==> config.mk <==
export PLATFORM = sky130hd
export DESIGN_NAME = bcd_calendar_counter
export DESIGN_NICKNAME = d
export VERILOG_FILES = /design/src/rtl/rtc_cal_pkg.sv /design/src/rtl/cal_hold_ctl.sv /design/src/rtl/cal_wrap_counter.sv /design/src/rtl/cal_hour_unit.sv /design/src/rtl/cal_date_unit.sv /design/src/rtl/bcd_calendar_counter.sv
export SDC_FILE = /design/constraint.sdc
export NUM_CORES = 1
export LEC_CHECK = 0
export ABC_AREA = 1
export CORE_MARGIN = 5
export CORE_UTILIZATION = 55
export DETAILED_ROUTE_END_ITERATION = 7
export GPL_TIMING_DRIVEN = 1
export HOLD_SLACK_MARGIN = 0.06
export PLACE_DENSITY = 0.9
export SYNTH_ARGS = -nofsm -noshare
export SYNTH_HDL_FRONTEND = slang
export SYNTH_SLANG_ARGS = --single-unit
==> constraint.sdc <==
create_clock -name clk -period 7 [get_ports clk]
set_clock_uncertainty 0.2 [all_clocks]
set_input_delay 1.4 -clock clk [delete_from_list [all_inputs] [get_ports clk]]
set_output_delay 1.4 -clock clk [all_outputs]
set_load 0.005 [all_outputs]
==> src/rtl/rtc_cal_pkg.sv <==
package rtc_cal_pkg;

    localparam int FIELD_W = 8;
    localparam int ADDR_W  = 3;

    typedef enum logic [ADDR_W-1:0] {
        F_SEC   = 3'd0,
        F_MIN   = 3'd1,
        F_HOUR  = 3'd2,
        F_DATE  = 3'd3,
        F_MONTH = 3'd4,
        F_YEAR  = 3'd5,
        F_DOW   = 3'd6,
        F_NONE  = 3'd7
    } field_e;

    localparam logic [FIELD_W-1:0] MASK_SEC   = 8'h7F;
    localparam logic [FIELD_W-1:0] MASK_MIN   = 8'h7F;
    localparam logic [FIELD_W-1:0] MASK_HOUR  = 8'h3F;
    localparam logic [FIELD_W-1:0] MASK_DATE  = 8'h3F;
    localparam logic [FIELD_W-1:0] MASK_MONTH = 8'h1F;
    localparam logic [FIELD_W-1:0] MASK_YEAR  = 8'hFF;
    localparam logic [FIELD_W-1:0] MASK_DOW   = 8'h07;

    localparam int PM_BIT = 5;

    typedef struct packed {
        logic                load;
        logic [FIELD_W-1:0]  value;
    } field_wr_t;

    // Increment a two-digit BCD byte (no wrap handling at 99).
    function automatic logic [FIELD_W-1:0] bcd_next(input logic [FIELD_W-1:0] v);
        logic [FIELD_W-1:0] r;
        if (v[3:0] >= 4'd9) r = {v[7:4] + 4'd1, 4'h0};
        else                r = {v[7:4], v[3:0] + 4'd1};
        return r;
    endfunction

    function automatic logic [FIELD_W-1:0] bcd_to_bin(input logic [FIELD_W-1:0] v);
        logic [FIELD_W-1:0] t;
        t = {4'h0, v[7:4]};
        return (t << 3) + (t << 1) + {4'h0, v[3:0]};
    endfunction

    function automatic logic is_leap(input logic [FIELD_W-1:0] year_bcd);
        logic [FIELD_W-1:0] b;
        b = bcd_to_bin(year_bcd);
        return (b[1:0] == 2'b00);
    endfunction

    function automatic logic [FIELD_W-1:0] last_day(input logic [FIELD_W-1:0] month_bcd,
                                                    input logic [FIELD_W-1:0] year_bcd);
        logic [FIELD_W-1:0] d;
        case (month_bcd)
            8'h02:                      d = is_leap(year_bcd) ? 8'h29 : 8'h28;
            8'h04, 8'h06, 8'h09, 8'h11: d = 8'h30;
            default:                    d = 8'h31;
        endcase
        return d;
    endfunction

endpackage

==> src/rtl/cal_hold_ctl.sv <==
module cal_hold_ctl (
    input  logic clk,
    input  logic rst,
    input  logic sec_tick,
    input  logic pwr_lost,
    input  logic any_write,
    output logic frozen,
    output logic advance
);
    logic frozen_q;

    always_ff @(posedge clk) begin
        if (rst)            frozen_q <= 1'b1;
        else if (pwr_lost)  frozen_q <= 1'b1;
        else if (any_write) frozen_q <= 1'b0;
    end

    assign frozen  = frozen_q;
    assign advance = sec_tick && !frozen_q && !any_write && !pwr_lost;
endmodule

==> src/rtl/cal_wrap_counter.sv <==
module cal_wrap_counter
    import rtc_cal_pkg::*;
#(
    parameter logic [FIELD_W-1:0] FIRST = 8'h00,
    parameter logic [FIELD_W-1:0] LAST  = 8'h59,
    parameter logic [FIELD_W-1:0] MASK  = 8'h7F
) (
    input  logic               clk,
    input  logic               rst,
    input  field_wr_t          wr,
    input  logic               step,
    output logic [FIELD_W-1:0] q,
    output logic               carry
);
    logic [FIELD_W-1:0] q_r;
    logic               at_last;

    assign at_last = (q_r >= LAST);
    assign carry   = step && at_last;

    always_ff @(posedge clk) begin
        if (rst)          q_r <= FIRST;
        else if (wr.load) q_r <= wr.value & MASK;
        else if (step)    q_r <= at_last ? FIRST : bcd_next(q_r);
    end

    assign q = q_r;
endmodule

==> src/rtl/cal_hour_unit.sv <==
module cal_hour_unit
    import rtc_cal_pkg::*;
(
    input  logic               clk,
    input  logic               rst,
    input  logic               fmt_12h,
    input  field_wr_t          wr,
    input  logic               step,
    output logic [FIELD_W-1:0] q,
    output logic               day_carry
);
    logic [FIELD_W-1:0] q_r;
    logic [FIELD_W-1:0] nxt;
    logic               wrap_day;
    logic [FIELD_W-1:0] inc24;
    logic [FIELD_W-1:0] inc12;

    always_comb begin
        inc24    = bcd_next({2'b00, q_r[5:0]});
        inc12    = bcd_next({3'b000, q_r[4:0]});
        nxt      = q_r;
        wrap_day = 1'b0;
        if (!fmt_12h) begin
            if (q_r[5:0] >= 6'h23) begin
                nxt      = 8'h00;
                wrap_day = 1'b1;
            end else begin
                nxt = inc24;
            end
        end else begin
            if (q_r[4:0] == 5'h12) begin
                nxt = {2'b00, q_r[PM_BIT], 5'h01};
            end else if (q_r[4:0] == 5'h11) begin
                nxt      = {2'b00, ~q_r[PM_BIT], 5'h12};
                wrap_day = q_r[PM_BIT];
            end else begin
                nxt = {2'b00, q_r[PM_BIT], inc12[4:0]};
            end
        end
    end

    assign day_carry = step && wrap_day;

    always_ff @(posedge clk) begin
        if (rst)          q_r <= 8'h00;
        else if (wr.load) q_r <= wr.value & MASK_HOUR;
        else if (step)    q_r <= nxt;
    end

    assign q = q_r;
endmodule

==> src/rtl/cal_date_unit.sv <==
module cal_date_unit
    import rtc_cal_pkg::*;
#(
    parameter int DOW_DAYS = 7
) (
    input  logic               clk,
    input  logic               rst,
    input  field_wr_t          wr_date,
    input  field_wr_t          wr_month,
    input  field_wr_t          wr_year,
    input  field_wr_t          wr_dow,
    input  logic               step,
    output logic [FIELD_W-1:0] date_q,
    output logic [FIELD_W-1:0] month_q,
    output logic [FIELD_W-1:0] year_q,
    output logic [FIELD_W-1:0] dow_q
);
    localparam logic [FIELD_W-1:0] DOW_LAST = FIELD_W'(DOW_DAYS - 1);

    logic [FIELD_W-1:0] date_r, month_r, year_r, dow_r;
    logic               month_end, year_end;

    assign month_end = (date_r >= last_day(month_r, year_r));
    assign year_end  = (month_r >= 8'h12);

    always_ff @(posedge clk) begin
        if (rst) begin
            date_r  <= 8'h01;
            month_r <= 8'h01;
            year_r  <= 8'h00;
            dow_r   <= 8'h00;
        end else begin
            if (wr_date.load)     date_r <= wr_date.value & MASK_DATE;
            else if (step)        date_r <= month_end ? 8'h01 : bcd_next(date_r);

            if (wr_month.load)            month_r <= wr_month.value & MASK_MONTH;
            else if (step && month_end)   month_r <= year_end ? 8'h01 : bcd_next(month_r);

            if (wr_year.load)                        year_r <= wr_year.value & MASK_YEAR;
            else if (step && month_end && year_end)  year_r <= (year_r >= 8'h99) ? 8'h00 : bcd_next(year_r);

            if (wr_dow.load)      dow_r <= wr_dow.value & MASK_DOW;
            else if (step)        dow_r <= (dow_r >= DOW_LAST) ? 8'h00 : dow_r + 8'h01;
        end
    end

    assign date_q  = date_r;
    assign month_q = month_r;
    assign year_q  = year_r;
    assign dow_q   = dow_r;
endmodule

==> src/rtl/bcd_calendar_counter.sv <==
module bcd_calendar_counter
    import rtc_cal_pkg::*;
#(
    parameter int DOW_DAYS = 7
) (
    input  logic                 clk,
    input  logic                 rst,
    input  logic                 sec_tick,
    input  logic                 fmt_12h,
    input  logic                 pwr_lost,
    input  logic                 wr_en,
    input  logic [ADDR_W-1:0]    wr_addr,
    input  logic [FIELD_W-1:0]   wr_data,
    output logic [FIELD_W-1:0]   rd_sec,
    output logic [FIELD_W-1:0]   rd_min,
    output logic [FIELD_W-1:0]   rd_hour,
    output logic [FIELD_W-1:0]   rd_date,
    output logic [FIELD_W-1:0]   rd_month,
    output logic [FIELD_W-1:0]   rd_year,
    output logic [FIELD_W-1:0]   rd_dow
);
    localparam int N_SM = 2;   // seconds and minutes share one counter type

    field_wr_t          wr_field [F_NONE];
    logic               frozen;
    logic               advance;
    logic               any_write;
    logic [N_SM:0]      sm_step;
    logic [FIELD_W-1:0] sm_q [N_SM];
    logic               day_step;

    assign any_write = wr_en && (field_e'(wr_addr) != F_NONE);

    generate
        for (genvar f = 0; f < int'(F_NONE); f++) begin : g_dec
            assign wr_field[f].load  = wr_en && (wr_addr == ADDR_W'(f));
            assign wr_field[f].value = wr_data;
        end
    endgenerate

    cal_hold_ctl u_hold (
        .clk       (clk),
        .rst       (rst),
        .sec_tick  (sec_tick),
        .pwr_lost  (pwr_lost),
        .any_write (any_write),
        .frozen    (frozen),
        .advance   (advance)
    );

    assign sm_step[0] = advance;

    generate
        for (genvar g = 0; g < N_SM; g++) begin : g_sm
            cal_wrap_counter #(
                .FIRST (8'h00),
                .LAST  (8'h59),
                .MASK  (MASK_SEC)
            ) u_cnt (
                .clk   (clk),
                .rst   (rst),
                .wr    (wr_field[g]),
                .step  (sm_step[g]),
                .q     (sm_q[g]),
                .carry (sm_step[g+1])
            );
        end
    endgenerate

    cal_hour_unit u_hour (
        .clk       (clk),
        .rst       (rst),
        .fmt_12h   (fmt_12h),
        .wr        (wr_field[F_HOUR]),
        .step      (sm_step[N_SM]),
        .q         (rd_hour),
        .day_carry (day_step)
    );

    cal_date_unit #(.DOW_DAYS(DOW_DAYS)) u_date (
        .clk      (clk),
        .rst      (rst),
        .wr_date  (wr_field[F_DATE]),
        .wr_month (wr_field[F_MONTH]),
        .wr_year  (wr_field[F_YEAR]),
        .wr_dow   (wr_field[F_DOW]),
        .step     (day_step),
        .date_q   (rd_date),
        .month_q  (rd_month),
        .year_q   (rd_year),
        .dow_q    (rd_dow)
    );

    assign rd_sec = sm_q[0];
    assign rd_min = sm_q[1];
endmodule

# Word level (Yosys, flattened, before mapping)
# Index checks and enable logic that the tools add are counted.
# word_totals
elab_cells,162
reg_bits,57
out_inout_bits,56
in_bits,17
# classes
n_bitwise,1
reduce_logical,57
muxes,37
order_cmp,13
n_eq_ne,17
n_addsub,16
# op_table
op,n
two-way mux 8 bit,17
"adder 4 x 1 -> 4 bit, second input constant",11
two-way mux 6 bit,5
two-way mux 7 bit,4
"greater-or-equal comparator 4 bit, second input constant",6
nonzero test 2 bit,11
AND reduction 2 bit,9
"equality test 8 x 3 -> 1 bit, second input constant",2
"greater-or-equal comparator 8 x 7 -> 1 bit, second input constant",2
logical AND 1 bit,16
two-way mux 5 bit,3
nonzero test 3 bit,5
OR reduction 2 bit,7
"equality test 5 bit, second input constant",2
one-hot mux 5 bit (2 select lines),1
"equality test 3 bit, second input constant",3
"adder 8 x 1 -> 8 bit, second input constant",1
"equality test 8 x 2 -> 1 bit, second input constant",1
"equality test 8 x 4 -> 1 bit, second input constant",1
"equality test 8 x 5 -> 1 bit, second input constant",1
"greater-or-equal comparator 8 x 3 -> 1 bit, second input constant",1
"greater-or-equal comparator 8 x 5 -> 1 bit, second input constant",1
greater-or-equal comparator 8 x 6 -> 1 bit,1
"greater-or-equal comparator 8 bit, second input constant",1
other kinds (21),29

# Depth between registers and ports, before layout
# Gate-level depths: netlist (run 1).
# depth
ltp_word,12
depth_mapped,19
depth_no_buf,18

# Modules after synthesis
# A second synthesis (run 1) with hierarchy kept.
# hier_totals
cells_unflattened,623
area_unflattened_um2,4101.4
# by_module_without_submodules
module,n_inst,cells_each,area_per_inst_um2
cal_date_unit,1,322,2192.1
cal_hour_unit,1,111,664.4
cal_wrap_counter at g_sm[1].u_cnt,1,82,579.3
cal_wrap_counter at g_sm[0].u_cnt,1,81,544.3
bcd_calendar_counter,1,18,70.1
cal_hold_ctl,1,9,51.3

# Worst setup path before layout (run 1)
# Ideal clock, no wire load.
# synth_timing
kind,input port to flip-flop
from,in sec_tick
to,"reg u_date.year_r[6], in the netlist u_date.year_q[6]"
t_arrival_ns,2.468
slack_ns,4.217
n_path_buf,1
stages,12
t_required_ns,6.685
cell_sequence,nand2_1 > nor2_1 > nand2_2 > nor2_4 > nand2_4 > nor2_8 > nand4_4 > nand2_4 > buf_12 > nand3_1 > nand2_1 > nor2_1
# synth_via
elab_chain_cells,10
# synth_lines
element,line_no,rtl
start: declaration,bcd_calendar_counter.sv:8,"input logic sec_tick,"
logical AND 1 bit (3 in a row),cal_hold_ctl.sv:19,assign advance = sec_tick && !frozen_q && !any_write && !pwr_lost;
logical AND 1 bit (2 in a row),cal_wrap_counter.sv:19,assign carry = step && at_last;
logical AND 1 bit,cal_hour_unit.sv:42,assign day_carry = step && wrap_day;
logical AND 1 bit (2 in a row),cal_date_unit.sv:40,else if (step && month_end && year_end) year_r <= (year_r >= 8'h99) ? 8'h00 : bcd_next(year_r);
nonzero test 2 bit (no source line),-,
AND reduction 2 bit (no source line),-,
end signal: assignment,cal_date_unit.sv:39,if (wr_year.load) year_r <= wr_year.value & MASK_YEAR;
end signal: assignment,cal_date_unit.sv:40,
end: declaration,cal_date_unit.sv:20,"logic [FIELD_W-1:0] date_r, month_r, year_r, dow_r;"
# Every way passes these cells.
# A chain may end at the register's enable or synchronous reset.

# Final worst setup path (run 1)
# layout_timing
from,in wr_addr[0]
to,"reg u_date.year_r[1], in the netlist u_date.year_q[1]"
# layout_via
elab_chain_cells,11
elab_cells_between_ends,14
cone_classes,2 x eq/ne; 1 x mux; 11 x reduce/logical
# layout_lines
element,line_no,rtl
start: declaration,bcd_calendar_counter.sv:12,"input logic [ADDR_W-1:0] wr_addr,"
inequality test 3 bit,bcd_calendar_counter.sv:32,assign any_write = wr_en && (field_e'(wr_addr) != F_NONE);
logical AND 1 bit,bcd_calendar_counter.sv:32,
logical NOT 1 bit,cal_hold_ctl.sv:19,
logical AND 1 bit (2 in a row),cal_hold_ctl.sv:19,
logical AND 1 bit (2 in a row),cal_wrap_counter.sv:19,
logical AND 1 bit,cal_hour_unit.sv:42,
logical AND 1 bit (2 in a row),cal_date_unit.sv:40,
nonzero test 2 bit (no source line),-,
# Parallel ways exist; a longest one is shown, timed or not.

==> impl_results.md, run 1 <==
* Max_slew headroom at 59.8%
* Worst setup margin at 3.57 ns
* Hold depth at 2
* Site row count at 31
* Starting Density at 55.6%
* Worst hold start: u_date.dow_q[3]
* Die height at 95.2 µm
* Clock tree sinks at 56
* I/O Pins at 73
* Seq/Total Area, Yosys at 28.1%
* Final setup violating endpoints at 0
* Post-synthesis cell type count at 43
* Overall Global Routing Usage at 24.3%
* Root Driver: clkbuf_8
* CTS tree: built
* Post-DRT Antenna Nets at 0
* Top cell type by total area after synthesis: dfxtp_1
* Post-CTS sizing at 0
* Combinational power share at 13.3%
* Max IR drop VDD at 0.0716 mV
* Antenna diodes at 0
* Chip width at 95.2 µm
* Fin crit period at 3.43 ns
* DR WL/cell at 14.2 µm
* Tcrit/Tclk final at 49.0%
* Worst Setup End Kind: register
* Share of layout cells above drive strength 1 at 6.62%
* Global-route wire length before repair at 17.9 mm
* Top Metal Used: met4
* Seq pwr share at 55.5%
* Lkg Pwr at 2.19 nW
* Pin count of the biggest net entering global routing at 34
* WL final at 10.6 mm
* CTS clk-pin slew, worst paths at 0.10 ns
* Worst Hold Class: reg -> reg
* Switching power at 159 µW
* Initial drt markers at 224
* P&R area growth vs syn at 21.5%
* Ys Warns at 0
* CTS Buffer Depth at 2
* Fin nets at 704
* Hold_ws at 0.270 ns
* Slew Viols, Final at 0
* Clock insertion delay at the later pin of the skew report at 0.32 ns
* Yosys top cell area share at 28.1%
* Power per cell area at 123 nW/µm²
* Met2 wire len at 5.06 mm
* Avg Cell Area, Syn at 6.87 µm²
* Number of global-route vias before repair at 3996
* Routed length on met1 at 4.44 mm
* Clk network pwr share at 31.2%
* Worst Path Required at 7.00 ns
* Total CTS buffers at 5
* Crit path launch type: input port
* Drt pass-1 iters at 5
* Worst EP arrival at 3.43 ns
* Worst Max-Slew Pin Slew at 0.602 ns
* Met3 Wirelength at 863 µm
* R2R Path End: u_date.date_q[5]
* Flop-to-flop setup slack at 3.91 ns
* Seq cells post-synth at 56
* Hold endpoint: u_date.dow_q[3]
* Outcome: finished clean
* CP max FO at 17
* Beginning of the worst register-to-register path: u_date.month_q[0]
* Via density at 5.54
* Post-route core utilization at 67.6%
* Final GP Congestion at 0.911
* Setup TNS at 0 ns
* Max H-tree Level at 2
* RSZ-0062 raised after global routing: no
* Sw frac at 26.7%
* Critical path type: in -> reg
* Port-buffer cells at 71
* Post-CTS Setup Inserts at 0
* Register-to-Register Path Depth at 16
* Post-detail-place hpwl at 7.98 mm
* Commonest non-fill, non-tap cell in the layout: nand2_1
* Initial antenna violation count at 0
* Mapped Cells at 581
* Core area at 7180 µm²
* DIE AREA at 9060 µm²
* Total gr overflow at 0
* Synth top area cells: dfxtp_1 (28%), ha_1 (12%), nand2_1 (11%), inv_1 (7.7%), nand3_1 (6.1%)
* Worst slack, placed at 3.29 ns
* Most frequent cells in the layout: nand2_1 (112), inv_1 (82), clkdlybuf4s50_1 (71)
* Syn nets at 636
* Cts hold-fix bufs at 0
* Via count at 4149
* Synthesized area at 3990 µm²
* Pint at 436 µW
* Max Cap Violations at 0
* Final hold vios at 0
* DRC at 0
* Peak Freq at 292 MHz
[registers in the layout, summed over array words and instances (netlist names)]
signal	flops
u_hold.frozen	1
u_date.month_q	8
u_hour.q	7
u_date.dow_q	8
u_date.date_q	8
g_sm.u_cnt.q	16
u_date.year_q	8
[cells in the mapped netlist (all sizes together)]
library cell    n
conb            1
nor4            2
o2111ai         1
xor2            9
o211ai          2
nand2         124
nor2           68
xnor2           7
o21ai          24
nor3            9
nand3b          2
o22ai          13
dfxtp          56
a21oi          52
o22a            1
nand4           8
a22oi           1
clkbuf          5
buf             6
a211oi          1
a32oi           1
a21boi          2
a31oi           4
a311oi          2
o21a            1
ha             38
inv            86
o31ai           1
a211o           1
nand3          53
[worst max-delay path, cell delays in order]
cell and delay (ns):
clkdlybuf4s50_1 0.56, inv_1 0.06, nor2_1 0.11, inv_2 0.07
nor2_1 0.21, inv_2 0.19, nand3_1 0.39, inv_1 0.12
nand2_1 0.09, o21ai_0 0.10, nand2_2 0.08, a21oi_2 0.05
[how the worst max path moves through the flow]
stage          startpoint          endpoint  slack [ns]  cells after the start
5_1_grt        wr_addr[0]  u_date.year_q[1]        3.42                     12
2_1_floorplan    sec_tick  u_date.year_q[6]        4.22                     12
3_5_place_dp   wr_addr[0]  u_date.year_q[1]        3.29                     12
4_1_cts        wr_addr[0]  u_date.year_q[1]        3.58                     12
6_report       wr_addr[0]  u_date.year_q[1]        3.57                     12
3_3_place_gp   wr_addr[0]  u_date.year_q[1]        3.38                     12
[power groups by stage]
stage / sequential [mW] / clock, mW / combinational, mW
3_5_place_dp: 0.337 / 0 / 0.0776
6_report: 0.330 / 0.186 / 0.0793
2_1_floorplan: 0.336 / 0 / 0.0465
4_1_cts: 0.330 / 0.186 / 0.0784
5_1_grt: 0.331 / 0.200 / 0.0880
3_3_place_gp: 0.337 / 0 / 0.0757
[area by class of cell]
| class | count | area [µm²] |
|---|---|---|
| multi-input combinational | 428 | 2470 |
| inverter | 86 | 323 |
| clock buffer | 8 | 90.1 |
| sequential | 56 | 1120 |
| timing repair buffer | 72 | 718 |
| tap | 99 | 124 |
| fill | 594 | 2320 |
[through the flow]
| step | cells | total power [mW] | area (µm²) |
|---|---|---|---|
| 6_report | 749 | 0.595 | 4850 |
| 5_1_grt | 749 | 0.619 | 4850 |
| 4_1_cts | 749 | 0.594 | 4850 |
| 3_5_place_dp | 741 | 0.415 | 4760 |
| 3_3_place_gp | 741 | 0.413 | 4760 |
| 2_1_floorplan | 581 | 0.382 | 3990 |
[logic make-up (layout without fill, tap and decap cells)]
| logic type | count (synthesis) | after routing | synth area share (%) |
|---|---|---|---|
| adders and majority gates | 38 | 38 | 11.9 |
| AOI/OAI and AO/OA | 107 | 107 | 15.6 |
| xor gates and xnor gates | 16 | 16 | 3.51 |
| buffers and inverters | 97 | 166 | 9.91 |
| and+or+nand+nor | 266 | 266 | 30.9 |
| other | 1 | 1 | 0.0940 |
| DFF | 56 | 56 | 28.1 |
[routing by layer]
| layer | global-route usage (%) | vias up |
|---|---|---|
| li1 | - | 2039 |
| met1 | 30.8 | 1896 |
| met2 | 40.9 | 187 |
| met3 | 4.18 | 27 |
| met4 | 9.50 | 0 |
| met5 | 0 | - |
Power figures use the tool's default switching activity.
==> run 2: changes to the inputs <==
- CORE_UTILIZATION: 55 -> 48
- PLACE_DENSITY: 0.9 -> 0.84
- clock period: 7 -> 3 ns (I/O delays scaled with it)
==> run 2 against run 1 <==
  * Clock-buffer cell count stayed put
  * Sequential share of layout area shrank 0.32 points
  * Via count is 1.0% lower
  * Total power increased by 140%
  * Final cell count is 1.6% higher
  * Combinational power grew 140%
  * Routed wire length is 3.1% higher
  * Critical path depth up 4
  * Register-to-register slack lost 3.8 ns
  * Non-clock buffer count up 6
  * Sequential cell count unchanged
  * Critical path type is now reg -> reg
  * Largest cell class unchanged
  * Largest power group unchanged
  * Highest routed layer unchanged
==> impl_results.md, run 2 (synthesized netlist as in run 1, its figures left out) <==
* Fillers at 719
* Worst hold start: u_date.month_q[7]
* Clock insertion delay at the later pin of the skew report at 0.31 ns
* Share of layout cells above drive strength 1 at 8.69%
* Crit path launch type: register
* Cells after DPL at 750
* Power per cell area at 283 nW/µm²
* Fin nets at 710
* Hold_ws at 0.265 ns
* Peak Freq at 347 MHz
* Fin cells at 761
* Final GP Congestion at 0.938
* Chip width at 101 µm
* Total gr overflow at 0
* Post-detail-place hpwl at 8.37 mm
* P&R area growth vs syn at 23.9%
* Critical path type: reg -> reg
* Worst Setup End Kind: register
* R2R Path End: u_date.date_q[4]
* CTS clk-pin slew, worst paths at 0.10 ns
* Slew Viols, Final at 0
* Port-buffer cells at 71
* Number of flip-flops in the largest register at 16
* Hold endpoint: u_date.month_q[7]
* Via density at 5.40
* Root Driver: clkbuf_8
* Initial antenna violation count at 0
* Fin crit period at 2.88 ns
* Commonest non-fill, non-tap cell in the layout: nand2_1
* Drt pass-1 iters at 4
* DR WL/cell at 14.4 µm
* Most frequent cells in the layout: nand2_1 (111), inv_1 (82), clkdlybuf4s50_1 (71)
* Beginning of the worst register-to-register path: u_date.month_q[0]
* CP max FO at 8
* Initial drt markers at 268
* Core area at 8180 µm²
* Max Cap Violations at 0
* CP Launch Point: u_date.month_q[0]
* Setup TNS at 0 ns
* Flop-to-flop setup slack at 0.12 ns
* I/O Pins at 73
* DRC at 0
* Pin count of the biggest net entering global routing at 33
* Tcrit/Tclk final at 96.0%
* Global-route wire length before repair at 17.6 mm
* WL final at 10.9 mm
* Site row count at 33
* Total CTS buffers at 5
* Starting Density at 48.8%
* Worst Hold Class: reg -> reg
* Max_slew headroom at 57.8%
* Final setup violating endpoints at 0
* Final hold vios at 0
* Clock tree sinks at 56
* Outcome: finished clean
* Max IR drop VDD at 0.219 mV
* Max H-tree Level at 2
* DIE AREA at 10200 µm²
* Worst EP arrival at 2.92 ns
* Worst Max-Slew Pin Slew at 0.633 ns
* Die height at 101 µm
* Number of global-route vias before repair at 3827
* Lkg Pwr at 2.22 nW
* Post-DRT Antenna Nets at 0
* Hold depth at 2
* Register-to-Register Path Depth at 16
* Antenna diodes at 0
* CTS tree: built
* Via count at 4107
* CTS Buffer Depth at 2
* Worst Path Required at 3.04 ns
* Overall Global Routing Usage at 21.0%
* Cts hold-fix bufs at 0
-- run 2: changes by cell type in the layout (fill, tap and decap cells not counted), moves of 2 or more --
cell,change
buf_4,+6
dfxtp_1,-3
dfxtp_2,+2
nand3_2,-2
nand3_4,+2
nor2_1,-2
-- run 2: layout make-up --
type | count | area, µm² | area share (%)
inverters | 86 | 323 | 6.53
flip-flops and latches | 56 | 1130 | 22.8
repair buffers | 78 | 763 | 15.4
clock buffers | 8 | 90.1 | 1.82
well taps | 105 | 131 | 2.66
multi-input cells | 428 | 2510 | 50.8
-- run 2: worst max-delay path by stage --
| stage | endpoint | cells past startpoint |
|---|---|---|
| after floorplan | u_date.year_q[6] | 16 |
| after global routing | u_date.date_q[5] | 16 |
| final | u_date.date_q[4] | 16 |
| after detailed placement | u_date.date_q[4] | 15 |
| after CTS | u_date.date_q[4] | 15 |
| after global placement | u_date.date_q[5] | 15 |
-- run 2: metal layers --
layer | vias to the layer above | wire length, µm | track usage (%) | part of all wire [%]
li1 | 2044 | - | - | -
met5 | - | 0 | 0 | 0
met3 | 37 | 631 | 3.99 | 5.8
met4 | 0 | 381 | 8.59 | 3.5
met1 | 1891 | 4560 | 25.4 | 42
met2 | 135 | 5370 | 36.6 | 49
-- run 2: stage by stage --
stage / power (mW) / setup slack (ns) / cell area [µm²] / utilization, %
4_1_cts: 1.39 / 0.0121 / 4880 / 59.7
3_5_place_dp: 0.973 / 0.0363 / 4790 / 58.6
2_1_floorplan: 0.892 / 0.336 / 3990 / -
3_3_place_gp: 0.968 / 0.222 / 4790 / 58.6
6_report: 1.40 / 0.120 / 4950 / 60.5
5_1_grt: 1.45 / -0.0480 / 4950 / 60.5
-- run 2: power by group --
group          internal [mW]  switching, mW  leakage [nW]
sequential             0.753         0.0151         0.453
combinational         0.0774          0.115          1.72
clock                  0.189          0.248        0.0455
-- run 2: repair_timing --
item,CTS,global route
endpoints found under the setup margin,0,22
gates resized for setup,0,12
setup buffers,0,3
-- run 2: worst max-delay path, cell delays in order (launching register included) --
cell and delay (ns):
dfxtp_2 0.33, inv_1 0.11, ha_1 0.20, inv_1 0.07, nor3_2 0.22, inv_1 0.12
o31ai_2 0.27, ha_1 0.28, inv_1 0.05, nor2_1 0.04, nand3_1 0.13, nand3_4 0.17
nor2_4 0.19, nor2_1 0.08, nor2_1 0.14, nand2_1 0.08, a21oi_1 0.14
